File: src/rtl/partial_inv_xform.sv
module partial_inv_xform #(
  parameter int IN_W  = 16,
  parameter int OUT_W = 16,
  parameter int SH_W  = 4
) (
  input  logic                  clk,
  input  logic                  rst_n,
  input  logic                  in_valid,
  output logic                  in_ready,
  input  logic                  in_start,
  input  logic [1:0]            in_mode,
  input  logic [SH_W-1:0]       in_shift,
  input  logic [4*IN_W-1:0]     in_coef,
  output logic                  out_valid,
  output logic                  out_last,
  output logic [4*OUT_W-1:0]    out_sample
);
  localparam int ACC_W = IN_W + 10;
  localparam int SUM_W = ACC_W + 2;
  localparam logic [1:0] MODE_DST4 = 2'd1;
  localparam logic [1:0] MODE_DCT8 = 2'd2;
  localparam logic signed [SUM_W-1:0] SAT_HI = SUM_W'((64'sd1 <<< (OUT_W-1)) - 64'sd1);
  localparam logic signed [SUM_W-1:0] SAT_LO = -SAT_HI - SUM_W'(1);

  logic [1:0]      mode_q;
  logic [SH_W-1:0] shift_q;
  logic            open_q, hi_q, ov_q, ol_q;
  logic signed [ACC_W-1:0] e_q [4];
  logic signed [ACC_W-1:0] o_q [4];
  logic signed [ACC_W-1:0] ce  [4];
  logic signed [ACC_W-1:0] co  [4];

  logic signed [ACC_W-1:0] p18[4], p29[4], p36[4], p50[4], p55[4], p64[4];
  logic signed [ACC_W-1:0] p74[4], p75[4], p83[4], p84[4], p89[4];

  for (genvar i = 0; i < 4; i++) begin : g_mcm
    logic signed [ACC_W-1:0] x1, x2, x4, x8, x16, x32, x64, s80, s10;
    assign x1  = ACC_W'($signed(in_coef[i*IN_W +: IN_W]));
    assign x2  = x1 <<< 1;
    assign x4  = x1 <<< 2;
    assign x8  = x1 <<< 3;
    assign x16 = x1 <<< 4;
    assign x32 = x1 <<< 5;
    assign x64 = x1 <<< 6;
    assign s80 = x64 + x16;
    assign s10 = x8 + x2;
    assign p64[i] = x64;
    assign p18[i] = x16 + x2;
    assign p36[i] = x32 + x4;
    assign p50[i] = x32 + p18[i];
    assign p74[i] = x64 + s10;
    assign p75[i] = p74[i] + x1;
    assign p83[i] = s80 + x2 + x1;
    assign p84[i] = s80 + x4;
    assign p89[i] = s80 + x8 + x1;
    assign p29[i] = x32 - x2 - x1;
    assign p55[i] = x64 - x8 - x1;
  end

  wire       accept   = in_valid & in_ready;
  wire [1:0] cur_mode = in_start ? in_mode : mode_q;
  wire       beat1    = ~in_start;
  wire       take_new = accept & in_start;
  wire       take_add = accept & ~in_start & open_q;
  wire       fin      = (take_new & (in_mode != MODE_DCT8)) | take_add;

  always_comb begin
    for (int k = 0; k < 4; k++) begin
      ce[k] = '0;
      co[k] = '0;
    end
    if (cur_mode == MODE_DCT8) begin
      if (!beat1) begin
        ce[0] = p64[0] + p83[2];  ce[1] = p64[0] + p36[2];
        ce[2] = p64[0] - p36[2];  ce[3] = p64[0] - p83[2];
        co[0] = p89[1] + p75[3];  co[1] = p75[1] - p18[3];
        co[2] = p50[1] - p89[3];  co[3] = p18[1] - p50[3];
      end else begin
        ce[0] = p64[0] + p36[2];  ce[1] = -p64[0] - p83[2];
        ce[2] = p83[2] - p64[0];  ce[3] = p64[0] - p36[2];
        co[0] = p50[1] + p18[3];  co[1] = -p89[1] - p50[3];
        co[2] = p18[1] + p75[3];  co[3] = p75[1] - p89[3];
      end
    end else if (cur_mode == MODE_DST4) begin
      ce[0] = p29[0] + p74[1] + p84[2] + p55[3];
      ce[1] = p55[0] + p74[1] - p29[2] - p84[3];
      ce[2] = p74[0] - p74[2] + p74[3];
      ce[3] = p84[0] - p74[1] + p55[2] - p29[3];
    end else begin
      ce[0] = p64[0] + p64[2] + p83[1] + p36[3];
      ce[1] = p64[0] - p64[2] + p36[1] - p83[3];
      ce[2] = p64[0] - p64[2] - p36[1] + p83[3];
      ce[3] = p64[0] + p64[2] - p83[1] - p36[3];
    end
  end

  always_ff @(posedge clk or negedge rst_n) begin
    if (!rst_n) begin
      mode_q  <= '0;
      shift_q <= '0;
      open_q  <= 1'b0;
      for (int k = 0; k < 4; k++) begin
        e_q[k] <= '0;
        o_q[k] <= '0;
      end
    end else begin
      if (take_new) begin
        mode_q  <= in_mode;
        shift_q <= in_shift;
        open_q  <= (in_mode == MODE_DCT8);
        for (int k = 0; k < 4; k++) begin
          e_q[k] <= ce[k];
          o_q[k] <= co[k];
        end
      end else if (take_add) begin
        open_q <= 1'b0;
        for (int k = 0; k < 4; k++) begin
          e_q[k] <= e_q[k] + ce[k];
          o_q[k] <= o_q[k] + co[k];
        end
      end
    end
  end

  always_ff @(posedge clk or negedge rst_n) begin
    if (!rst_n) begin
      ov_q <= 1'b0;
      ol_q <= 1'b0;
      hi_q <= 1'b0;
    end else if (fin) begin
      ov_q <= 1'b1;
      ol_q <= (cur_mode != MODE_DCT8);
      hi_q <= 1'b0;
    end else if (ov_q && !ol_q) begin
      ov_q <= 1'b1;
      ol_q <= 1'b1;
      hi_q <= 1'b1;
    end else begin
      ov_q <= 1'b0;
      ol_q <= 1'b0;
      hi_q <= 1'b0;
    end
  end

  assign in_ready  = ~(ov_q & ~ol_q);
  assign out_valid = ov_q;
  assign out_last  = ol_q;

  logic [SUM_W-1:0] bias;
  assign bias = (SUM_W'(1) << shift_q) >> 1;

  for (genvar k = 0; k < 4; k++) begin : g_out
    logic signed [SUM_W-1:0] v, t;
    assign v = hi_q ? (SUM_W'(e_q[3-k]) - SUM_W'(o_q[3-k]))
                    : (SUM_W'(e_q[k]) + SUM_W'(o_q[k]));
    assign t = (v + $signed(bias)) >>> shift_q;
    assign out_sample[k*OUT_W +: OUT_W] = (t > SAT_HI) ? SAT_HI[OUT_W-1:0] :
                                          (t < SAT_LO) ? SAT_LO[OUT_W-1:0] :
                                          t[OUT_W-1:0];
  end
endmodule

File: config.mk
export PLATFORM = sky130hd
export DESIGN_NAME = partial_inv_xform
export DESIGN_NICKNAME = d
export VERILOG_FILES = /design/src/rtl/partial_inv_xform.sv
export SDC_FILE = /design/constraint.sdc
export NUM_CORES = 2
export LEC_CHECK = 0
export CAP_MARGIN = 30
export CORE_AREA = 5 5 633 447
export CTS_CLUSTER_DIAMETER = 80
export CTS_CLUSTER_SIZE = 12
export DETAILED_ROUTE_END_ITERATION = 16
export DIE_AREA = 0 0 638 452
export HOLD_SLACK_MARGIN = 0.06
export SYNTH_ARGS = -nofsm -noshare
export SYNTH_HDL_FRONTEND = slang
export SYNTH_SLANG_ARGS = --single-unit
File: constraint.sdc
create_clock -name clk -period 17.27 [get_ports clk]
set_input_delay 3.454 -clock clk [delete_from_list [all_inputs] [get_ports clk]]
set_output_delay 3.454 -clock clk [all_outputs]
set_load 0.05 [all_outputs]
; After elaboration in Yosys (flattened, before gate mapping)
; Index checks and enable logic that the tools add are counted.
[word_totals]
word_cells = 176
ramBits = 0
register_bits = 218
latchBits = 0
in_bits = 74
n_memories = 0
mem_bits_ro = 0
[classes]
n_shift = 5
n_mul = 0
magnitude_cmp = 8
n_eq_ne = 5
div_mod_pow = 0
n_mux = 28
n_addsub = 103
n_reduce_logical = 3
bitwise = 10
[ops]
columns = op, count
row1 = 104-bit 2-to-1 mux, 9
row2 = 26-bit adder, 8
row3 = 22-bit by 20-bit adder with 23-bit output, 8
row4 = 16-bit 2-to-1 mux, 8
row5 = 24-bit by 16-bit adder with 25-bit output, 5
row6 = 28-bit adder, 4
row7 = 28-bit by 16-bit greater-than comparator with 1-bit output (second input constant), 4
row8 = 28-bit by 16-bit less-than comparator with 1-bit output (second input constant), 4
row9 = 28-bit 2-to-1 mux, 4
row10 = 28-bit by 4-bit >>> shifter with 28-bit output, 4
row11 = 26-bit by 26-bit adder with 27-bit output, 4
row12 = 26-bit by 26-bit subtractor with 27-bit output, 4
row13 = 19-bit by 17-bit adder with 20-bit output, 4
row14 = 25-bit by 24-bit adder with 26-bit output, 3
row15 = 23-bit by 17-bit adder with 24-bit output, 3
row16 = 23-bit by 18-bit adder with 24-bit output, 3
row17 = 23-bit by 16-bit subtractor with 24-bit output, 3
row18 = 22-bit by 16-bit subtractor with 23-bit output, 3
row19 = 22-bit by 19-bit subtractor with 23-bit output, 3
row20 = 21-bit by 18-bit adder with 22-bit output, 3
row21 = 21-bit by 17-bit subtractor with 22-bit output, 3
row22 = 22-bit by 25-bit subtractor with 26-bit output, 2
row23 = 24-bit by 25-bit subtractor with 26-bit output, 2
row24 = 26-bit by 22-bit subtractor with 26-bit output, 2
row25 = other kinds (41), 62

; Longest topological paths before layout
[depth]
depth_word = 10
depth_mapped = 45
depth_no_buf = 45

; Worst setup path after synthesis
; Ideal clock, no wire load.
[synth_path]
kind = input -> register
from = input in_coef[16]
to = register e_q[25] in the netlist's numbering
cell_stages = 41
path_buffers = 0
required_ps = 17137
setup_slack_ps = 4845
arrival_ps = 12292
path_cell_list = fa_1 > ha_1 > o21ai_0 > a21boi_0 > o21ai_0 > a21boi_0 > o21ai_0 > a21boi_0 > o21ai_0 > a21boi_0 > o21ai_0 > nand2_1 > nor2_1 > nor2_1 > fa_1 > fa_1 > fa_1 > inv_1 > [... 5 more ...] > or2_2 > a21oi_1 > a21oi_1 > a21oi_1 > xor2_1 > nor2_1 > a211oi_1 > a21oi_1 > ha_1 > and3_1 > a2111oi_0 > o21ai_0 > a21oi_1 > o21ai_0 > a31oi_1 > nand2b_1 > a21oi_1 > nand4b_1
[synth_between]
elab_chain_len = 10
word_cells_on_any_way = 15
[synth_rtl]
columns = item, line_no
row1 = from (decl), 13  ; input logic [4*IN_W-1:0] in_coef,
row2 = 22-bit by 20-bit adder with 23-bit output or 19-bit by 17-bit adder with 20-bit output (tied branches), "45, 46"
row3 = 23-bit by 17-bit adder with 24-bit output or 22-bit by 20-bit adder with 23-bit output (tied branches), "53, 51"
row4 = 24-bit by 16-bit adder with 25-bit output or 24-bit by 23-bit subtractor with 25-bit output (tied branches), "53, 88"
row5 = 23-bit by 25-bit subtractor with 26-bit output or 25-bit by 24-bit adder with 26-bit output (tied branches), "93, 88"
row6 = 26-bit by 22-bit subtractor with 26-bit output or 26-bit by 23-bit subtractor with 26-bit output (tied branches), "93, 88"
row7 = 104-bit 2-to-1 mux *, 84  ; end else if (cur_mode == MODE_DST4) begin
row8 = 104-bit 2-to-1 mux *, 72  ; if (cur_mode == MODE_DCT8) begin
row9 = 26-bit adder, 118  ; e_q[k] <= e_q[k] + ce[k];
row10 = 104-bit 2-to-1 mux, 115  ; end else if (take_add) begin
row11 = 104-bit 2-to-1 mux *, 107  ; if (take_new) begin
row12 = "to (signal, indexed assignment)", 112  ; e_q[k] <= ce[k];
row13 = "to (signal, indexed assignment)", 118
row14 = to (decl), 28  ; logic signed [ACC_W-1:0] e_q [4];
; Mark *: on every way between the ends. The rest lies on a longest branch, timed or not. The select of a mux whose other input is x is not followed.
; A chain may end at the register's enable or synchronous reset.

; Worst setup path after layout
; Same ends and word-level chain as after synthesis.

==> impl_metrics.toml <==
[outcome]
status = "finished, final reports clean"

[critical_path]
cp_slowest_cell = "clkdlybuf4s50_1"
endpoint_kind = "flop"
worst_setup_path_start_kind = "input pin"
crit_fanout = 7
cp.arrival_ns = 16.33
required_ns = 17.83
path_class = "in -> reg"
critPathMostFrequentCell = "o21ai_0"
max_stage_delay_ns = 0.86

[grt]
grt_pass1_vias = 86100
grt_max_degree = 73
antenna_found_initial = 8
grt_pass1_wl_mm = 626
grt_usage_pct = 29.2
grt-ovfl-total = 0

[floorplanning]
die_y_um = 452
die_area_um2 = 288000
start_util_pct = 34.7
core_area_um2 = 277000
fp.dieW_um = 638
io_pins = 141
rows = 162

[route]
drt_iter0_drc = 13900
totalWireLength_mm = 438
top_layer_used = "met5"
detail-route-antenna-nets = 0
vias_per_cell = 5.97
met1_length_mm = 201
remaining_drc_errors = 0
wl_met2_mm = 163
first_pass_iters = 9
wl_per_cell_um = 27.4
via_count = 95600
wl_met3_mm = 59.3

[synthesis]
syn-num-nets = 14600
synth_edf_count = 0
synth_seq_cells = 218
netlist-cell-type-count = 141
netlist_area_um2 = 96000
yosys_most_used_dff = "dfrtp_1"
synth_cells = 12300
yosysWarnings = 0
syn_area_per_cell_um2 = 7.78
seq_area_frac_synth_pct = 5.68
synth-async-reset-ratio_pct = 100

[clock_tree]
clk_pin_slew_worst_paths_ns = 0.08
postCtsResizedCells = 0
cts-root-buf = "clkbuf_16"
clock-sinks = 218
cts.path.max_buffers = 3
cts_tree = "done"
cts_htree_levels = 1
ctsHoldBuffers = 0
clkLatencyLatePin_ns = 0.69
cts.repair_timing.setup_buffer_count = 0
cts_buffers = 29

[finish]
drive_gt1_share_pct = 4.49
final_common_cell = "ha_1"
layout.nets = 14500
area_growth_pct = 7.09
layout_common_cells = "1,481 x ha_1, 1,406 x inv_1, 1,022 x a21oi_1"
finalNonFillerCells = 16000

[placement]
dp_hpwl_mm = 361
portBuffers = 140
place_congestion = 1.03
dp.cells = 15900

[sta]
tns_ns = 0
finClkSkew_ns = 0.0457
max_clock_freq_mhz = 63.4
rsz0062_at_grt = "false"
post-route-period-util_pct = 91.4
period_minus_slack_ns = 15.78
drv_slew = 0
slew_headroom_pct = 23.8
finalSetupViolations = 0
tightest_slew_ns = 1.11
final-hold-violation-count = 0

[run]
drv_cap = 0

[worst_hold_path]
hp-class = "reg -> reg"
==> stage by stage <==
step | hold WS (ns) | util [%] | setup WS [ns] | cell area [um2]
2_1_floorplan | 0.501 | - | 4.84 | 96000
3_3_place_gp | 0.579 | 36.8 | 1.29 | 102000
3_5_place_dp | 0.584 | 36.8 | 1.40 | 102000
4_1_cts | 0.601 | 37.1 | 2.06 | 103000
5_1_grt | 0.614 | 37.2 | 1.10 | 103000
6_report | 0.607 | 37.2 | 1.49 | 103000
==> critical path: cells and delay by family <==
family                   cells  cell delay, ns
AND/OR/NAND/NOR              7            1.25
AO/OA/AOI/OAI               21            6.19
XOR/XNOR                     1            0.16
buffers and inverters        4            1.00
adder cells (fa/ha/maj)      9            4.24
==> metal layers <==
metal	global-route usage [%]	vias to the layer above
met5	0	-
met3	8.56	494
met1	44.7	45800
met4	8.37	6
li1	-	43500
met2	38.5	5797
==> layout make-up <==
| class | instances | area (um2) |
|---|---|---|
| well taps | 3690 | 4620 |
| clock buffers | 31 | 743 |
| inverters | 1421 | 5340 |
| multi-input cells | 10300 | 83600 |
| clock inverters | 13 | 168 |
| fillers | 28900 | 174000 |
| flip-flops and latches | 218 | 5470 |
| repair buffers | 333 | 2860 |
| diodes | 2 | 5.00 |
==> cells in the mapped netlist, types with 50 or more instances <==
cell type  instances  area (um2)
o211ai_1          71         533
a31oi_1          116         726
and2_1            50         313
nor2b_1          141         882
a21oi_1         1022        5110
buf_1             52         195
or3_1            126         788
a21o_1           325        2440
nor3_1           335        1680
nor2_1           980        3680
a211oi_1         147        1100
xnor2_1          732        6410
nand3_1          248        1240
and3_1            96         601
inv_1           1411        5300
ha_1            1481       18500
nand2b_1         152         951
clkbuf_1         284        1070
o21a_1           140        1050
nand2_1          764        2870
xor2_1           305        2670
o31ai_1           50         375
o21ai_0          708        3540
fa_1             688       13800
o22ai_1          138         863
a21boi_0          81         608
dfrtp_1          218        5460
a22oi_1           59         443
o21bai_1         187        1400
mux2i_1          156        1560
==> cells by family after synthesis <==
family / share of synthesized area, %
adders and majority gates: 33.6
and+or+nand+nor: 15.7
xor gates and xnor gates: 9.50
AOI/OAI and AO/OA: 25.3
buffers and inverters: 7.35
muxes: 2.79
DFF: 5.68
==> worst paths after layout <==
kind                                            start                    to  slack [ns]  depth (start not counted)
min in group asynchronous                       rst_n   e_q[56]$_DFFE_PN0P_        2.84                          1
worst max register to register  mode_q[0]$_DFFE_PN0P_  e_q[102]$_DFFE_PN0P_        8.81                         23
worst max-delay path                      in_coef[16]   e_q[25]$_DFFE_PN0P_        1.49                         42
worst min register to register    o_q[18]$_DFFE_PN0P_   o_q[18]$_DFFE_PN0P_        0.61                          2
max in group asynchronous                       rst_n   e_q[25]$_DFFE_PN0P_       12.24                          3
worst min-delay path              o_q[18]$_DFFE_PN0P_   o_q[18]$_DFFE_PN0P_        0.61                          2
==> flip-flops by register name, indices dropped and copies added (netlist names) <==
register and count:
shift_q 4, mode_q 2, out_last 1, o_q 104, e_q 104, open_q 1
hi_q 1, out_valid 1
Power is not shown: default switching activity piles up to over one toggle a cycle in this logic, so the estimate is an artifact.
